**src/rtl/gpx_pkg.sv**
```systemverilog
package gpx_pkg;

    localparam int GPX_ADDR_MAX = 16;
    localparam int GPX_DATA_MAX = 32;

    typedef enum logic [1:0] {
        TGT_NONE,
        TGT_BANK,
        TGT_STATUS
    } tgt_e;

    typedef struct packed {
        logic                     wr;
        logic                     rd;
        logic [GPX_ADDR_MAX-1:0]  addr;
        logic [GPX_DATA_MAX-1:0]  wdata;
    } host_req_t;

    typedef struct packed {
        tgt_e       tgt;
        logic [7:0] index;
    } decode_t;

    function automatic int lane_shift(input int bus_w);
        return (bus_w == 32) ? 2 : 1;
    endfunction

    function automatic decode_t decode_addr(input logic [GPX_ADDR_MAX-1:0] addr,
                                            input int bus_w,
                                            input int n_banks);
        decode_t                 d;
        int                      sh;
        logic [GPX_ADDR_MAX-1:0] low_mask;
        logic [GPX_ADDR_MAX-1:0] idx;
        sh       = lane_shift(bus_w);
        low_mask = (GPX_ADDR_MAX'(1) << sh) - GPX_ADDR_MAX'(1);
        idx      = addr >> sh;
        d.tgt    = TGT_NONE;
        d.index  = '0;
        if ((addr & low_mask) == '0) begin
            if (idx < GPX_ADDR_MAX'(n_banks)) begin
                d.tgt   = TGT_BANK;
                d.index = idx[7:0];
            end else if (idx == GPX_ADDR_MAX'(n_banks)) begin
                d.tgt = TGT_STATUS;
            end
        end
        return d;
    endfunction

endpackage

```
**src/rtl/gpx_sync.sv**
```systemverilog
module gpx_sync #(
    parameter int W = 8
) (
    input  logic         clk,
    input  logic         rst,
    input  logic [W-1:0] async_in,
    output logic [W-1:0] sync_out
);

    logic [W-1:0] meta_q;
    logic [W-1:0] stable_q;

    always_ff @(posedge clk) begin
        if (rst) begin
            meta_q   <= '0;
            stable_q <= '0;
        end else begin
            meta_q   <= async_in;
            stable_q <= meta_q;
        end
    end

    assign sync_out = stable_q;

endmodule

```
**src/rtl/gpx_irq.sv**
```systemverilog
module gpx_irq #(
    parameter int N_IRQ    = 8,
    parameter int REG_W    = 8,
    parameter bit ACK_ONES = 1'b1
) (
    input  logic             clk,
    input  logic             rst,
    input  logic [N_IRQ-1:0] src_sync,
    input  logic             status_wr,
    input  logic [REG_W-1:0] status_wdata,
    output logic [N_IRQ-1:0] pending,
    output logic             irq_out
);

    localparam logic [REG_W-1:0] ACK_PAT = {REG_W{ACK_ONES}};

    logic [N_IRQ-1:0] prev_q;
    logic [N_IRQ-1:0] rise;
    logic [N_IRQ-1:0] pend_q;
    logic [N_IRQ-1:0] pend_next;
    logic             ack_hit;
    logic             irq_q;

    assign rise    = src_sync & ~prev_q;
    assign ack_hit = status_wr && (status_wdata == ACK_PAT);

    always_comb begin
        if (ack_hit) pend_next = rise;
        else         pend_next = pend_q | rise;
    end

    always_ff @(posedge clk) begin
        if (rst) begin
            prev_q <= '0;
            pend_q <= '0;
            irq_q  <= 1'b0;
        end else begin
            prev_q <= src_sync;
            pend_q <= pend_next;
            irq_q  <= !ack_hit && (|pend_next);
        end
    end

    assign pending = pend_q;
    assign irq_out = irq_q;

    // the line is low in the cycle after an acknowledge
    a_r11_ack_drop: assert property (@(posedge clk) disable iff (rst)
        ack_hit |=> !irq_out);

    // an edge coinciding with the acknowledge stays pending
    a_r9_keep_edge: assert property (@(posedge clk) disable iff (rst)
        ack_hit |=> ((pending & $past(rise)) == $past(rise)));

    // pending work without an acknowledge keeps the line high
    a_r10_irq_follows: assert property (@(posedge clk) disable iff (rst)
        ((|pending) && !ack_hit) |=> irq_out);

    // the line is never high without a pending bit
    a_r10_irq_needs_pending: assert property (@(posedge clk) disable iff (rst)
        irq_out |-> (|pending));

endmodule

```
**src/rtl/gpx_regs.sv**
```systemverilog
module gpx_regs
    import gpx_pkg::*;
#(
    parameter int BUS_W   = 16,
    parameter int REG_W   = 8,
    parameter int N_BANKS = 2,
    parameter int N_IRQ   = 8,
    parameter logic [N_BANKS*REG_W-1:0] DIR_MASK = '1,
    parameter logic [N_BANKS*REG_W-1:0] OUT_INIT = '0
) (
    input  logic                     clk,
    input  logic                     rst,
    input  host_req_t                req,
    input  logic [N_BANKS*REG_W-1:0] pins_sync,
    input  logic [N_IRQ-1:0]         pending,
    output logic [N_BANKS*REG_W-1:0] latch,
    output logic [BUS_W-1:0]         rdata,
    output logic                     rvalid,
    output logic                     status_wr,
    output logic [REG_W-1:0]         status_wdata
);

    localparam int NPINS = N_BANKS * REG_W;

    decode_t          dec;
    logic [NPINS-1:0] latch_q;
    logic [NPINS-1:0] view;
    logic [BUS_W-1:0] rd_next;
    logic [BUS_W-1:0] rdata_q;
    logic             rvalid_q;
    logic             bank_wr;

    assign dec          = decode_addr(req.addr, BUS_W, N_BANKS);
    assign bank_wr      = req.wr && (dec.tgt == TGT_BANK);
    assign status_wr    = req.wr && (dec.tgt == TGT_STATUS);
    assign status_wdata = req.wdata[REG_W-1:0];
    assign view         = (latch_q & DIR_MASK) | (pins_sync & ~DIR_MASK);

    always_ff @(posedge clk) begin
        if (rst) begin
            latch_q <= OUT_INIT;
        end else begin
            for (int b = 0; b < N_BANKS; b++) begin
                if (bank_wr && (dec.index == 8'(b)))
                    latch_q[b*REG_W +: REG_W] <= req.wdata[REG_W-1:0];
            end
        end
    end

    always_comb begin
        rd_next = '0;
        case (dec.tgt)
            TGT_BANK: begin
                for (int b = 0; b < N_BANKS; b++) begin
                    if (dec.index == 8'(b))
                        rd_next[REG_W-1:0] = view[b*REG_W +: REG_W];
                end
            end
            TGT_STATUS: rd_next[N_IRQ-1:0] = pending;
            default:    rd_next = '0;
        endcase
    end

    always_ff @(posedge clk) begin
        if (rst) begin
            rdata_q  <= '0;
            rvalid_q <= 1'b0;
        end else begin
            rvalid_q <= req.rd;
            if (req.rd) rdata_q <= rd_next;
        end
    end

    assign latch  = latch_q;
    assign rdata  = rdata_q;
    assign rvalid = rvalid_q;

    // a write that decodes to nothing leaves every latch bit alone
    a_r1_bad_addr_no_write: assert property (@(posedge clk) disable iff (rst)
        (req.wr && (dec.tgt == TGT_NONE)) |=> $stable(latch));

    // a read strobe yields valid data one edge later
    a_r6_read_latency: assert property (@(posedge clk) disable iff (rst)
        req.rd |=> rvalid);

    // a read of an unmapped address returns zero
    a_r1_bad_addr_zero: assert property (@(posedge clk) disable iff (rst)
        (req.rd && (dec.tgt == TGT_NONE)) |=> (rdata == '0));

endmodule

```
**src/rtl/gpx_expander.sv**
```systemverilog
module gpx_expander
    import gpx_pkg::*;
#(
    parameter int BUS_W    = 16,
    parameter int REG_W    = 8,
    parameter int N_BANKS  = 2,
    parameter int N_IRQ    = 8,
    parameter int ADDR_W   = 8,
    parameter bit ACK_ONES = 1'b1,
    parameter logic [N_BANKS*REG_W-1:0] DIR_MASK = '1,
    parameter logic [N_BANKS*REG_W-1:0] OUT_INIT = '0
) (
    input  logic                     clk,
    input  logic                     rst,
    input  logic [ADDR_W-1:0]        host_addr,
    input  logic [BUS_W-1:0]         host_wdata,
    input  logic                     host_we,
    input  logic                     host_re,
    output logic [BUS_W-1:0]         host_rdata,
    output logic                     host_rvalid,
    input  logic [N_BANKS*REG_W-1:0] pin_in,
    output logic [N_BANKS*REG_W-1:0] pin_out,
    output logic [N_BANKS*REG_W-1:0] pin_oe,
    output logic                     irq_out
);

    localparam int NPINS = N_BANKS * REG_W;

    host_req_t        req_q;
    logic [NPINS-1:0] pins_sync;
    logic [N_IRQ-1:0] pending;
    logic             status_wr;
    logic [REG_W-1:0] status_wdata;

    always_ff @(posedge clk) begin
        if (rst) begin
            req_q <= '0;
        end else begin
            req_q.wr    <= host_we;
            req_q.rd    <= host_re;
            req_q.addr  <= GPX_ADDR_MAX'(host_addr);
            req_q.wdata <= GPX_DATA_MAX'(host_wdata);
        end
    end

    gpx_sync #(.W(NPINS)) u_sync (
        .clk      (clk),
        .rst      (rst),
        .async_in (pin_in),
        .sync_out (pins_sync)
    );

    gpx_irq #(
        .N_IRQ    (N_IRQ),
        .REG_W    (REG_W),
        .ACK_ONES (ACK_ONES)
    ) u_irq (
        .clk          (clk),
        .rst          (rst),
        .src_sync     (pins_sync[N_IRQ-1:0]),
        .status_wr    (status_wr),
        .status_wdata (status_wdata),
        .pending      (pending),
        .irq_out      (irq_out)
    );

    gpx_regs #(
        .BUS_W    (BUS_W),
        .REG_W    (REG_W),
        .N_BANKS  (N_BANKS),
        .N_IRQ    (N_IRQ),
        .DIR_MASK (DIR_MASK),
        .OUT_INIT (OUT_INIT)
    ) u_regs (
        .clk          (clk),
        .rst          (rst),
        .req          (req_q),
        .pins_sync    (pins_sync),
        .pending      (pending),
        .latch        (pin_out),
        .rdata        (host_rdata),
        .rvalid       (host_rvalid),
        .status_wr    (status_wr),
        .status_wdata (status_wdata)
    );

    assign pin_oe = DIR_MASK;

endmodule

```
**config.mk**
```make
export PLATFORM = sky130hd
export DESIGN_NAME = gpx_expander
export DESIGN_NICKNAME = d
export VERILOG_FILES = /design/src/rtl/gpx_pkg.sv /design/src/rtl/gpx_sync.sv /design/src/rtl/gpx_irq.sv /design/src/rtl/gpx_regs.sv /design/src/rtl/gpx_expander.sv
export SDC_FILE = /design/constraint.sdc
export NUM_CORES = 1
export LEC_CHECK = 0
export BUFFER_PORTS_ARGS = -buffer_cell sky130_fd_sc_hd__buf_2
export CORE_MARGIN = 5
export CORE_UTILIZATION = 53
export CTS_CLUSTER_DIAMETER = 200
export DETAILED_ROUTE_END_ITERATION = 16
export PLACE_DENSITY = 0.81
export REMOVE_ABC_BUFFERS = 1
export SKIP_CTS_REPAIR_TIMING = 1
export SYNTH_ARGS = -nofsm -noshare
export SYNTH_HDL_FRONTEND = slang
export SYNTH_SLANG_ARGS = --single-unit
```
**constraint.sdc**
```tcl
create_clock -name clk -period 3 [get_ports clk]
set_input_delay 0.15 -clock clk [delete_from_list [all_inputs] [get_ports clk]]
set_output_delay 0.15 -clock clk [all_outputs]
set_load 0.05 [all_outputs]
```
### After elaboration in Yosys (flattened, before gate mapping)

Cells that the tools add are included.

* register bits after elaboration: 84
* bits in latches: 0
* memory bits (writable): 0
* ROM bits: 0
* output and inout bits: 50
* word-level logic and storage cells: 41
* memories: 0

* add/subtract/negate cells: 0
* multiply operators: 0
* div/mod/pow operators: 0
* $lt $le $gt $ge: 1
* eq/ne operators: 5
* shifts and indexed selects: 0
* muxes and demuxes: 8
* bitwise operators: 3
* reduce and logical (&&, ||, !) cells: 10

Operators with widths (number)
* two-way mux 8 bit: 4
* logical NOT 16 bit: 1
* case mux 8 bit (2 select lines): 1
* == test 15 x 2 -> 1 bit (second input constant): 1
* < comparator 15 x 2 -> 1 bit (second input constant): 1
* two-way mux 10 bit: 1
* AND 8 bit: 1
* == test 8 x 1 -> 1 bit (second input constant): 1
* == test 8 bit (second input constant): 1
* logical NOT 8 bit: 1
* inverter 8 bit: 1
* bitwise OR 8 bit: 1
* OR reduction 8 bit: 1
* logical AND 1 bit: 6
* two-way mux 2 bit: 2
* == test 2 x 1 -> 1 bit (second input constant): 1
* == test 2 bit (second input constant): 1
* logical NOT 1 bit: 1

### Logic depth before layout (Yosys ltp)

Gate-level depths: netlist of the first run.

* depth after elaboration: 10
* depth in mapped cells: 6

### Hierarchy

Synthesis of the first run repeated with hierarchy kept, for this count alone.

* cell total of the unflattened synthesis: 348
* area total of the unflattened synthesis: 3666.0 um^2

Modules (own cells, without submodules)
* gpx_regs: instances 1, cells each 148, area each 1336.3 um^2
* gpx_sync: instances 1, cells each 67, area each 863.3 um^2
* gpx_expander: instances 1, cells each 72, area each 828.3 um^2
* gpx_irq: instances 1, cells each 61, area each 638.1 um^2

### Worst setup path after synthesis of the first run

Ideal clock, no wire load.

* kind: register to register
* start: reg req_q[37] (netlist name)
* end: reg u_regs.latch_q[0] (netlist: u_regs.latch[0])
* setup time: 0.125 ns
* arrival: 1.219 ns
* slack: 1.657 ns
* cell stages (with the launch flop): 6
* clock period less this slack: 1.343 ns
* path through: dfxtp_1 nor4_4 and4_1 buf_6 mux2i_1 nor2_1

* word-level cells in the longest chain between the ends: 7
* elaborated cells on any way between the ends: 10

RTL lines
* start, declared: line gpx_expander.sv:29 `host_req_t req_q;`
* parallel branches: the longest is 3 deep, another holds < comparator 15 x 2 -> 1 bit
* two-way mux 10 bit *: line gpx_pkg.sv:40 `if ((addr & low_mask) == '0) begin`
* == test 2 x 1 -> 1 bit: line gpx_regs.sv:34 `assign bank_wr = req.wr && (dec.tgt == TGT_BANK);`
* logical AND 1 bit: line gpx_regs.sv:34
* logical AND 1 bit *: line gpx_regs.sv:44 `if (bank_wr && (dec.index == 8'(b)))`
* end signal, assigned by index: line gpx_regs.sv:45 `latch_q[b*REG_W +: REG_W] <= req.wdata[REG_W-1:0];`
* end, declared: line gpx_regs.sv:26 `logic [NPINS-1:0] latch_q;`

Every way passes the cells marked *.
A chain may end at the register's enable or synchronous reset.

### Worst setup path after layout of the first run

* start: reg req_q[34] (netlist name)
* end: reg u_irq.pend_q[0] (netlist: u_irq.pending[0])

* word-level cells in the longest chain between the ends: 8
* elaborated cells on any way between the ends: 9

RTL lines
* parallel branches: the longest is 2 deep, another holds < comparator 15 x 2 -> 1 bit
* two-way mux 2 bit *: line gpx_pkg.sv:41 `if (idx < GPX_ADDR_MAX'(n_banks)) begin`
* two-way mux 10 bit *: line gpx_pkg.sv:40
* == test 2 bit *: line gpx_regs.sv:35 `assign status_wr = req.wr && (dec.tgt == TGT_STATUS);`
* logical AND 1 bit *: line gpx_regs.sv:35
* logical AND 1 bit *: line gpx_irq.sv:25 `assign ack_hit = status_wr && (status_wdata == ACK_PAT);`
* two-way mux 8 bit *: line gpx_irq.sv:28 `if (ack_hit) pend_next = rise;`
* end signal, assigned: line gpx_irq.sv:39 `pend_q <= pend_next;`
* end, declared: line gpx_irq.sv:19 `logic [N_IRQ-1:0] pend_q;`

Marks and branches as above.

==> results of run 1 <==
[stage by stage]
stage               total power, mW  worst slack (ns)  hold slack, ns  instances
global route                   2.15             0.789         0.00333        400
floorplan                      1.21              1.48           0.219        259
finish                         2.06              1.05          0.0164        400
global placement               1.26              1.09           0.358        383
CTS                            2.08              1.08        -0.00275        398
detailed placement             1.26              1.08           0.362        383
[worst register-to-register path, delay by kind of cell, from the launching register on]
kind	cells	cell delay (ns)
AOI/OAI and AO/OA	2	0.35
DFF	1	0.54
and+or+nand+nor	2	0.94
[sequential cells by signal, summed over array words and instances, names as in the netlist]
register and flops:
u_irq.prev_q 8, u_sync.sync_out 8, u_irq.irq_out 1, u_regs.rdata 8, u_regs.rvalid 1, req_q 18, u_regs.latch 16, u_sync.meta_q 8
u_irq.pending 8
[worst max-delay path by stage]
stage                         start               end  cells past startpoint  slack, ns
final                     req_q[34]  u_irq.pending[0]                      4       1.05
after CTS                 req_q[34]  u_irq.pending[7]                      4       1.08
after global routing      req_q[34]  u_irq.pending[3]                      4       0.79
after detailed placement  req_q[34]  u_irq.pending[7]                      4       1.08
after floorplan           req_q[34]  u_irq.pending[0]                      4       1.48
after global placement    req_q[34]  u_irq.pending[6]                      4       1.09
[metal layers]
layer / vias up / wire length [µm] / track usage, %
li1: 970 / - / -
met1: 837 / 2130 / 16.6
met2: 69 / 2220 / 23.8
met3: 12 / 425 / 6.83
met4: 0 / 103 / 6.84
met5: - / 0 / 0
[layout make-up]
| type | instances | area, µm² | share of cell area, % |
|---|---|---|---|
| Multi-Input combinational cell | 183 | 1130 | 34.8 |
| Sequential cell | 76 | 1520 | 46.9 |
| Clock buffer | 11 | 141 | 4.35 |
| Timing Repair Buffer | 56 | 293 | 9.02 |
| Clock inverter | 4 | 73.8 | 2.27 |
| Tap cell | 70 | 87.6 | 2.70 |
[synth_stat cells]
cell and count:
dfxtp_1 76, nand2_1 1, nand4_2 1, a21oi_1 16, buf_4 24, and4_1 3, mux2i_1 24, conb_1 2
nor4_4 1, dlygate4sd1_1 1, clkbuf_8 2, nor3_1 2, nand4_1 2, and2_2 1, nand2b_1 16, nand3_1 10
nor4_1 2, buf_2 2, nor2_1 19, clkbuf_1 6, buf_6 3, o21ai_0 8, o2bb2ai_1 8, nor2b_1 45
[cell families (layout without fill, tap and decap cells)]
kind of cell	after synthesis	in the layout
AND/OR/NAND/NOR	103	103
flip-flops	76	76
AO/OA/AOI/OAI	32	32
multiplexers	24	24
buffers and inverters	38	71
other	2	24
[where the power goes]
group | total, mW | switching [mW] | internal, mW
combinational | 0.171 | 0.120 | 0.0503
sequential | 1.07 | 0.0249 | 1.04
clock | 0.825 | 0.339 | 0.487
total | 2.06 | 0.484 | 1.58
==> impl_metrics.env, run 1 <==
export IMPL_status="finished, final reports clean"
export IMPL_clkLatencyLatePin_ns=0.34
export IMPL_max_freq_ghz=0.512
export IMPL_crit_slowest_cell="nor2b_1"
export IMPL_synth_area_top_cells="dfxtp_1 (53%), nor2b_1 (9.9%), mux2i_1 (8.4%), buf_4 (6.3%), nand2b_1 (3.5%)"
export IMPL_rows=26
export IMPL_hp_class="primary input to flip-flop"
export IMPL_holdPathEnd="u_sync.meta_q[0]"
export IMPL_synth_xor_area_share_pct=0
export IMPL_grtUsageTotal_pct=14.8
export IMPL_htree_levels=3
export IMPL_cts_root_buf="clkbuf_8"
export IMPL_worst_r2r_endpoint="u_irq.pending[0]"
export IMPL_cts_buffers=9
export IMPL_relSlewSlack_pct=46.6
export IMPL_clk_pin_slew_ns=0.07
export IMPL_stdcell_area_um2=3250
export IMPL_grt_max_degree=49
export IMPL_grt_overflow_total=0
export IMPL_synth_simple_gate_area_share_pct=21.4
export IMPL_coreArea_um2=5170
export IMPL_final_cell_mix="dfxtp_1 (76), buf_2 (53), nor2b_1 (45)"
export IMPL_route_vias_total=1888
export IMPL_reg2reg_slack_ns=1.05
export IMPL_die_w_um=83.4
export IMPL_crit_buf_inv=0
export IMPL_grt_pass1_wl_um=8190
export IMPL_syn_inst=275
export IMPL_final_common_cell="dfxtp_1"
export IMPL_power_density_nw_per_um2=636
export IMPL_finalCritPeriodShare_pct=65.2
export IMPL_synthAdderAreaFrac_pct=0
export IMPL_antenna_left=0
export IMPL_die_y_um=83.4
export IMPL_clock_sinks=76
export IMPL_hold_viol=0
export IMPL_num_antenna_cells=0
export IMPL_dr_pass1_iters=4
export IMPL_tritoncts="built"
export IMPL_crit_path_end_kind="flip-flop"
export IMPL_ir_drop_v=0.000367
export IMPL_p_leak_nw=1.42
export IMPL_final_util_pct=62.8
export IMPL_tightestPinTransition_ns=0.801
export IMPL_yosysTopAreaCellShare_pct=53.4
export IMPL_critPathArrivalTime_ns=2.15
export IMPL_fillers=434
export IMPL_crit_type="flip-flop to flip-flop"
export IMPL_viasPerCell=4.72
export IMPL_syn_mean_instance_area_um2=10.4
export IMPL_worstHoldPathCells=2
export IMPL_layout_nets=370
export IMPL_worstHoldStart="pin_in[0]"
export IMPL_worst_r2r_cell_count=4
export IMPL_fin_tns_setup_ns=0
export IMPL_yosysSeqAreaShare_pct=53.4
export IMPL_cts_buffer_depth=2
export IMPL_antenna_found_initial=0
export IMPL_synth_mux_area_share_pct=8.42
export IMPL_first_iter_violations=78
export IMPL_r2r_start="req_q[34]"
export IMPL_netlist_top_cell_by_area="dfxtp_1"
export IMPL_start_util_pct=55.1
export IMPL_synth_compound_area_share_pct=6.67
export IMPL_finalWeightedCongestion=0.815
export IMPL_io_buffers=53
export IMPL_synth_cell_types=24
export IMPL_finClkSkew_ns=0.00794
export IMPL_crit_chain="nor2b_1, nand3_1, o21ai_0, a21oi_1"
export IMPL_routedWlPerCell_um=12.2
export IMPL_pin_count=94
export IMPL_rsz0062_at_grt="false"
export IMPL_maxCapViolCount=0
export IMPL_finalWirelength_um=4880
export IMPL_crit_path_max_incr_delay_ns=0.56
export IMPL_placedInstanceArea_um2=3010
export IMPL_ys_warn_count=0
export IMPL_drv_slew=0
export IMPL_grt_pass1_vias=1796
export IMPL_fin_crit_ns=1.95
export IMPL_cp_max_fo=11
export IMPL_setup_viol=0
export IMPL_cp_start_kind="flip-flop"
export IMPL_drive_above_1_share_pct=21.5
export IMPL_hpwlAfterDp_um=3450
export IMPL_synth_top_family_by_area="simple AND/OR/NAND/NOR gates"
export IMPL_area_growth_pct=13.9
export IMPL_ys_ff_latch=76
export IMPL_netlist_area_um2=2850
export IMPL_path_delay_family="simple AND/OR/NAND/NOR gates"
export IMPL_cp_required_ns=3.20
export IMPL_drc_errors=0
export IMPL_die_area_um2=6950
Note: power is estimated with default switching activity, not from simulation.
==> inputs of run 2 (changes only) <==
--- a/config.mk
+++ b/config.mk
@@ -5,12 +5,13 @@
 export SDC_FILE = /design/constraint.sdc
 export NUM_CORES = 1
 export LEC_CHECK = 0
+export ABC_AREA = 1
 export BUFFER_PORTS_ARGS = -buffer_cell sky130_fd_sc_hd__buf_2
 export CORE_MARGIN = 5
-export CORE_UTILIZATION = 53
+export CORE_UTILIZATION = 50
 export CTS_CLUSTER_DIAMETER = 200
 export DETAILED_ROUTE_END_ITERATION = 16
-export PLACE_DENSITY = 0.81
+export PLACE_DENSITY = 0.77
 export REMOVE_ABC_BUFFERS = 1
 export SKIP_CTS_REPAIR_TIMING = 1
 export SYNTH_ARGS = -nofsm -noshare
==> constraint.sdc (replaced) <==
create_clock -name clk -period 1.95 [get_ports clk]
set_input_delay 0.0975 -clock clk [delete_from_list [all_inputs] [get_ports clk]]
set_output_delay 0.0975 -clock clk [all_outputs]
set_load 0.05 [all_outputs]
==> run 2 against run 1 <==
  * Synthesized cell count is 28% higher
  * Largest cell class unchanged
  * Global-route usage is 0.75 points higher
  * Highest routed layer unchanged
  * Largest power group unchanged
  * Maximum frequency is 23% higher
==> impl_metrics.env, run 2 <==
export IMPL_fin_ws_ns=0.356
export IMPL_grt_max_degree=30
export IMPL_synth_edf_count=0
export IMPL_pin_count=94
export IMPL_clock_sinks=76
export IMPL_max_freq_ghz=0.627
export IMPL_antenna_left=0
export IMPL_status="finished, final reports clean"
export IMPL_finClkSkew_ns=0.00537
export IMPL_num_antenna_cells=0
export IMPL_ir_drop_v=0.000585
export IMPL_clk_pin_slew_ns=0.07
export IMPL_syn_inst=353
export IMPL_synthAdderAreaFrac_pct=0
export IMPL_ys_flop_type="dfxtp_1"
export IMPL_die_area_um2=7390
export IMPL_regArea_um2=1520
export IMPL_post_synth_top_count_cell="dfxtp_1"
export IMPL_cp_required_ns=2.18
export IMPL_fin_cells=509
export IMPL_drv_slew=0
export IMPL_drive_above_1_share_pct=22.0
export IMPL_grt_overflow_total=0
export IMPL_tritoncts="built"
export IMPL_p_leak_nw=1.76
export IMPL_finalCritPeriodShare_pct=81.8
export IMPL_synthArstFlopShare_pct=0
export IMPL_totalPowerFinal_mw=3.26
export IMPL_synth_simple_gate_area_share_pct=19.7
export IMPL_multi_input_area_um2=1000
export IMPL_post_place_ws_ns=0.376
export IMPL_power_density_nw_per_um2=914
export IMPL_first_iter_violations=90
export IMPL_synth_cell_types=22
export IMPL_synth_mux_area_share_pct=0
export IMPL_maxCapViolCount=0
export IMPL_area_growth_pct=23.5
export IMPL_die_y_um=86.0
export IMPL_syn_mean_instance_area_um2=8.17
export IMPL_cp_start_kind="flip-flop"
export IMPL_rows=27
export IMPL_synth_compound_area_share_pct=11.8
export IMPL_largest_reg_flops=18
export IMPL_ys_warn_count=0
export IMPL_synth_area_top_cells="dfxtp_1 (53%), nor2_1 (7.5%), inv_1 (6.9%), buf_4 (6.5%), a21oi_1 (5.6%)"
export IMPL_cp_max_fo=10
export IMPL_grt_pass1_vias=1980
export IMPL_synth_xor_area_share_pct=0
export IMPL_grt_pass1_wl_um=8890
export IMPL_cts_root_buf="clkbuf_8"
export IMPL_die_w_um=86.0
export IMPL_viasPerCell=4.49
export IMPL_yosysSeqAreaShare_pct=52.7
export IMPL_ys_ff_latch=76
export IMPL_dr_pass1_iters=4
export IMPL_drc_errors=0
export IMPL_route_vias_total=2283
export IMPL_hpwlAfterDp_um=3830
export IMPL_hold_viol=0
export IMPL_setup_viol=0
export IMPL_cts_buffers=9
export IMPL_final_cell_mix="dfxtp_1 (76), nor2_1 (58), inv_1 (53), buf_2 (53), nand2_1 (37)"
export IMPL_fillers=494
export IMPL_synth_top_family_by_area="simple AND/OR/NAND/NOR gates"
export IMPL_cts_buffer_depth=2
export IMPL_netlist_area_um2=2890
export IMPL_io_buffers=53
export IMPL_routedWlPerCell_um=11.2
export IMPL_start_util_pct=51.8
export IMPL_synthTopCellsByCount="dfxtp_1 (76), nor2_1 (58), inv_1 (53)"
export IMPL_fin_tns_setup_ns=0
export IMPL_clkLatencyLatePin_ns=0.34
export IMPL_finalWeightedCongestion=0.849
export IMPL_netlist_top_cell_by_area="dfxtp_1"
export IMPL_finalWirelength_um=5680
export IMPL_antenna_found_initial=0
export IMPL_htree_levels=3
export IMPL_rsz0062_at_grt="false"
export IMPL_critPathArrivalTime_ns=1.83
export IMPL_grtUsageTotal_pct=15.5
export IMPL_regMostFlops="req_q"
export IMPL_crit_type="flip-flop to flip-flop"
export IMPL_coreArea_um2=5570
export IMPL_yosysTopAreaCellShare_pct=52.7
export IMPL_final_common_cell="dfxtp_1"
export IMPL_crit_path_end_kind="flip-flop"
export IMPL_hp_class="primary input to flip-flop"
export IMPL_place_inst=467
export IMPL_layout_nets=476
export IMPL_fin_crit_ns=1.59
run 2: changes by cell type in the layout (fill, tap and decap cells not counted), moves of 16 or more:
cell / previous run / this run
inv_1: 0 / 53
nor2b_1: 45 / 0
nor2_1: 19 / 58
nand2_1: 1 / 37
dlygate4sd3_1: 2 / 26
mux2i_1: 24 / 0
a21oi_1: 16 / 32
nand2b_1: 16 / 0
o21ai_1: 0 / 16
run 2: area by class of cell:
cell class                 instances  share of cell area [%]
timing repair buffer              80                    15.0
inverter                          58                    6.11
tap                               72                    2.53
clock buffer                      12                    4.35
clock inverter                     4                    1.33
sequential                        76                    42.7
multi-input combinational        207                    28.0
run 2: final timing paths:
| kind | from | end | slack, ns | cells past startpoint |
|---|---|---|---|---|
| min | rst | u_sync.meta_q[6] | 0.17 | 2 |
| max | req_q[33] | u_irq.irq_out | 0.36 | 10 |
| max reg2reg | req_q[33] | u_irq.irq_out | 0.36 | 10 |
| min reg2reg | u_sync.meta_q[0] | u_sync.sync_out[0] | 0.40 | 2 |
run 2: layer usage:
metal	share of wire (%)	vias to the layer above	track usage (%)
met3	5.9	10	3.75
met2	51	58	24.6
li1	-	1190	-
met1	42	1025	19.0
met5	0	-	0
met4	1.8	0	9.50
run 2: cell families after synthesis:
group,Yosys count
AOI/OAI and AO/OA,64
and+or+nand+nor,119
other,2
buffers and inverters,92
DFF,76
run 2: critical path: stages, from the launching register on:
cell and delay [ns]:
dfxtp_1 0.45, nor2_4 0.17, nand2_2 0.09, nor2_8 0.20, nand2_4 0.12, nand2_1 0.10
nand2_1 0.05, nor2_1 0.09, nand2_1 0.06, nor2_1 0.09, nor2_1 0.06
run 2: per-stage QoR:
stage | util (%) | area, µm² | hold slack, ns
finish | 64.0 | 3560 | 0.171
detailed placement | 55.6 | 3100 | 0.303
floorplan | - | 2740 | 0.167
global placement | 55.6 | 3100 | 0.298
global route | 64.0 | 3560 | 0.190
CTS | 59.3 | 3300 | -0.0583
run 2: report_power, final:
part           leakage [nW]  internal (mW)  switching [mW]
clock                 0.102          0.657           0.537
combinational          1.03          0.120           0.290
sequential            0.625           1.62          0.0348
==> inputs of run 3 (changes only) <==
==> constraint.sdc (replaced) <==
create_clock -name clk -period 1.6 [get_ports clk]
set_input_delay 0.08 -clock clk [delete_from_list [all_inputs] [get_ports clk]]
set_output_delay 0.08 -clock clk [all_outputs]
set_load 0.05 [all_outputs]
==> run 3 against run 2 <==
  * Maximum frequency is 10% higher
  * Wire length is 2.6% lower
  * Sequential power is 22% higher
  * Clock power is 21% higher
  * Design area is 1.0% higher
  * Hold slack better by 0.050 ns
  * Non-clock buffer count is 4 higher
  * Count of clock-buffer cells in the layout is 1 lower
  * Critical path depth is 2 lower
  * Critical endpoint is now u_regs.latch[14]
==> impl_metrics.env, run 3 (synthesized netlist as in run 2, its figures left out) <==
export IMPL_status="finished, final reports clean"
export IMPL_die_area_um2=7390
export IMPL_coreArea_um2=5570
export IMPL_worst_r2r_cell_count=8
export IMPL_first_iter_violations=96
export IMPL_cp_max_fo=10
export IMPL_hold_viol=0
export IMPL_cts_buffers=9
export IMPL_max_freq_ghz=0.692
export IMPL_area_growth_pct=24.8
export IMPL_grtUsageTotal_pct=14.6
export IMPL_largest_reg_flops=18
export IMPL_cp_required_ns=1.86
export IMPL_worst_r2r_endpoint="u_regs.latch[14]"
export IMPL_final_common_cell="dfxtp_1"
export IMPL_routedWlPerCell_um=10.8
export IMPL_grt_use_met3_pct=3.46
export IMPL_r2r_start="req_q[35]"
export IMPL_fin_cells=513
export IMPL_grt_use_met2_pct=24.0
export IMPL_grt_overflow_total=0
export IMPL_worstHoldPathCells=3
export IMPL_io_buffers=53
export IMPL_p_leak_nw=1.78
export IMPL_grt_most_used_layer="met2"
export IMPL_finalWirelength_um=5540
export IMPL_pin_count=94
export IMPL_tritoncts="built"
export IMPL_grt_pass1_vias=2010
export IMPL_finClkSkew_ns=0.00761
export IMPL_place_inst=469
export IMPL_regMostFlops="req_q"
export IMPL_fin_crit_ns=1.45
export IMPL_final_cell_mix="dfxtp_1 (76), nor2_1 (57), inv_1 (53), buf_2 (53), nand2_1 (37)"
export IMPL_viasPerCell=4.39
export IMPL_met1_usage_pct=17.8
export IMPL_critPathArrivalTime_ns=1.71
export IMPL_num_antenna_cells=0
export IMPL_cts_buffer_depth=2
export IMPL_cts_root_buf="clkbuf_8"
export IMPL_rows=27
export IMPL_whs_ns=0.222
export IMPL_crit_path_max_incr_delay_ns=0.31
export IMPL_drv_slew=0
export IMPL_antenna_left=0
export IMPL_clkLatencyLatePin_ns=0.33
export IMPL_crit_slowest_cell="dfxtp_1"
export IMPL_reg2reg_slack_ns=0.15
export IMPL_htree_levels=3
export IMPL_clock_sinks=76
export IMPL_worstHoldStart="rst"
export IMPL_setup_viol=0
export IMPL_crit_path_end_kind="flip-flop"
export IMPL_die_w_um=86.0
export IMPL_post_place_ws_ns=0.152
export IMPL_drive_above_1_share_pct=23.1
export IMPL_route_vias_total=2254
export IMPL_crit_chain="nor2_2, nand3_4, nor2_4, nand2_4, nor3_4, buf_4, o21ai_1, a21oi_1"
export IMPL_start_util_pct=51.8
export IMPL_maxCapViolCount=0
export IMPL_fin_ws_ns=0.155
export IMPL_finalWeightedCongestion=0.828
export IMPL_crit_type="flip-flop to flip-flop"
export IMPL_clk_pin_slew_ns=0.08
export IMPL_grt_max_degree=30
export IMPL_finalCritPeriodShare_pct=90.3
export IMPL_multi_input_area_um2=1010
export IMPL_cp_start_kind="flip-flop"
export IMPL_holdPathEnd="u_irq.pending[3]"
export IMPL_ir_drop_v=0.000530
export IMPL_hp_class="primary input to flip-flop"
export IMPL_regArea_um2=1520
export IMPL_drc_errors=0
export IMPL_die_y_um=86.0
export IMPL_layout_nets=480
export IMPL_power_density_nw_per_um2=1100
export IMPL_dr_pass1_iters=4
export IMPL_grt_pass1_wl_um=8560
export IMPL_fillers=508
export IMPL_antenna_found_initial=0
export IMPL_hpwlAfterDp_um=3810
## run 3: layout make-up
type	instances	area share, %
flip-flops and latches	76	42.3
multi-input cells	207	28.0
repair buffers	84	15.6
inverters	58	6.05
clock buffers	11	4.20
well taps	72	2.50
clock inverters	5	1.39
## run 3: stage by stage
stage               total power [mW]  instance area, µm²  utilization, %  setup TNS [ns]
floorplan                       2.40                2740               -               0
global placement                2.50                3120            55.9               0
detailed placement              2.51                3120            55.9               0
CTS                             3.95                3320            59.5               0
global route                    4.14                3600            64.6        -0.00678
finish                          3.96                3600            64.6               0
## run 3: critical path, delay by kind of cell (launching register included)
kind / cells / cell delay [ns]
DFF: 1 / 0.31
buffers and inverters: 1 / 0.18
and+or+nand+nor: 5 / 0.69
AOI/OAI and AO/OA: 2 / 0.20
## run 3: worst max path at each step
| stage | slack (ns) | cells past startpoint | to | start |
|---|---|---|---|---|
| 6_report | 0.15 | 8 | u_regs.latch[14] | req_q[35] |
| 5_1_grt | -0.007 | 11 | u_irq.irq_out | req_q[6] |
| 4_1_cts | 0.13 | 7 | u_regs.latch[14] | req_q[35] |
| 3_5_place_dp | 0.15 | 7 | u_regs.latch[14] | req_q[35] |
| 3_3_place_gp | 0.19 | 10 | u_irq.irq_out | req_q[33] |
| 2_1_floorplan | 0.25 | 10 | u_irq.irq_out | req_q[33] |
## run 3: routing by layer
| layer | vias to the layer above | wire, µm |
|---|---|---|
| li1 | 1198 | - |
| met1 | 986 | 2420 |
| met2 | 59 | 2720 |
| met3 | 11 | 293 |
| met4 | 0 | 103 |
| met5 | - | 0 |
## run 3: where the power goes
group	total [mW]	leakage [nW]	switching (mW)	internal [mW]
combinational	0.508	1.05	0.356	0.151
sequential	2.01	0.625	0.0396	1.97
clock	1.44	0.109	0.645	0.795
total	3.96	1.78	1.04	2.92
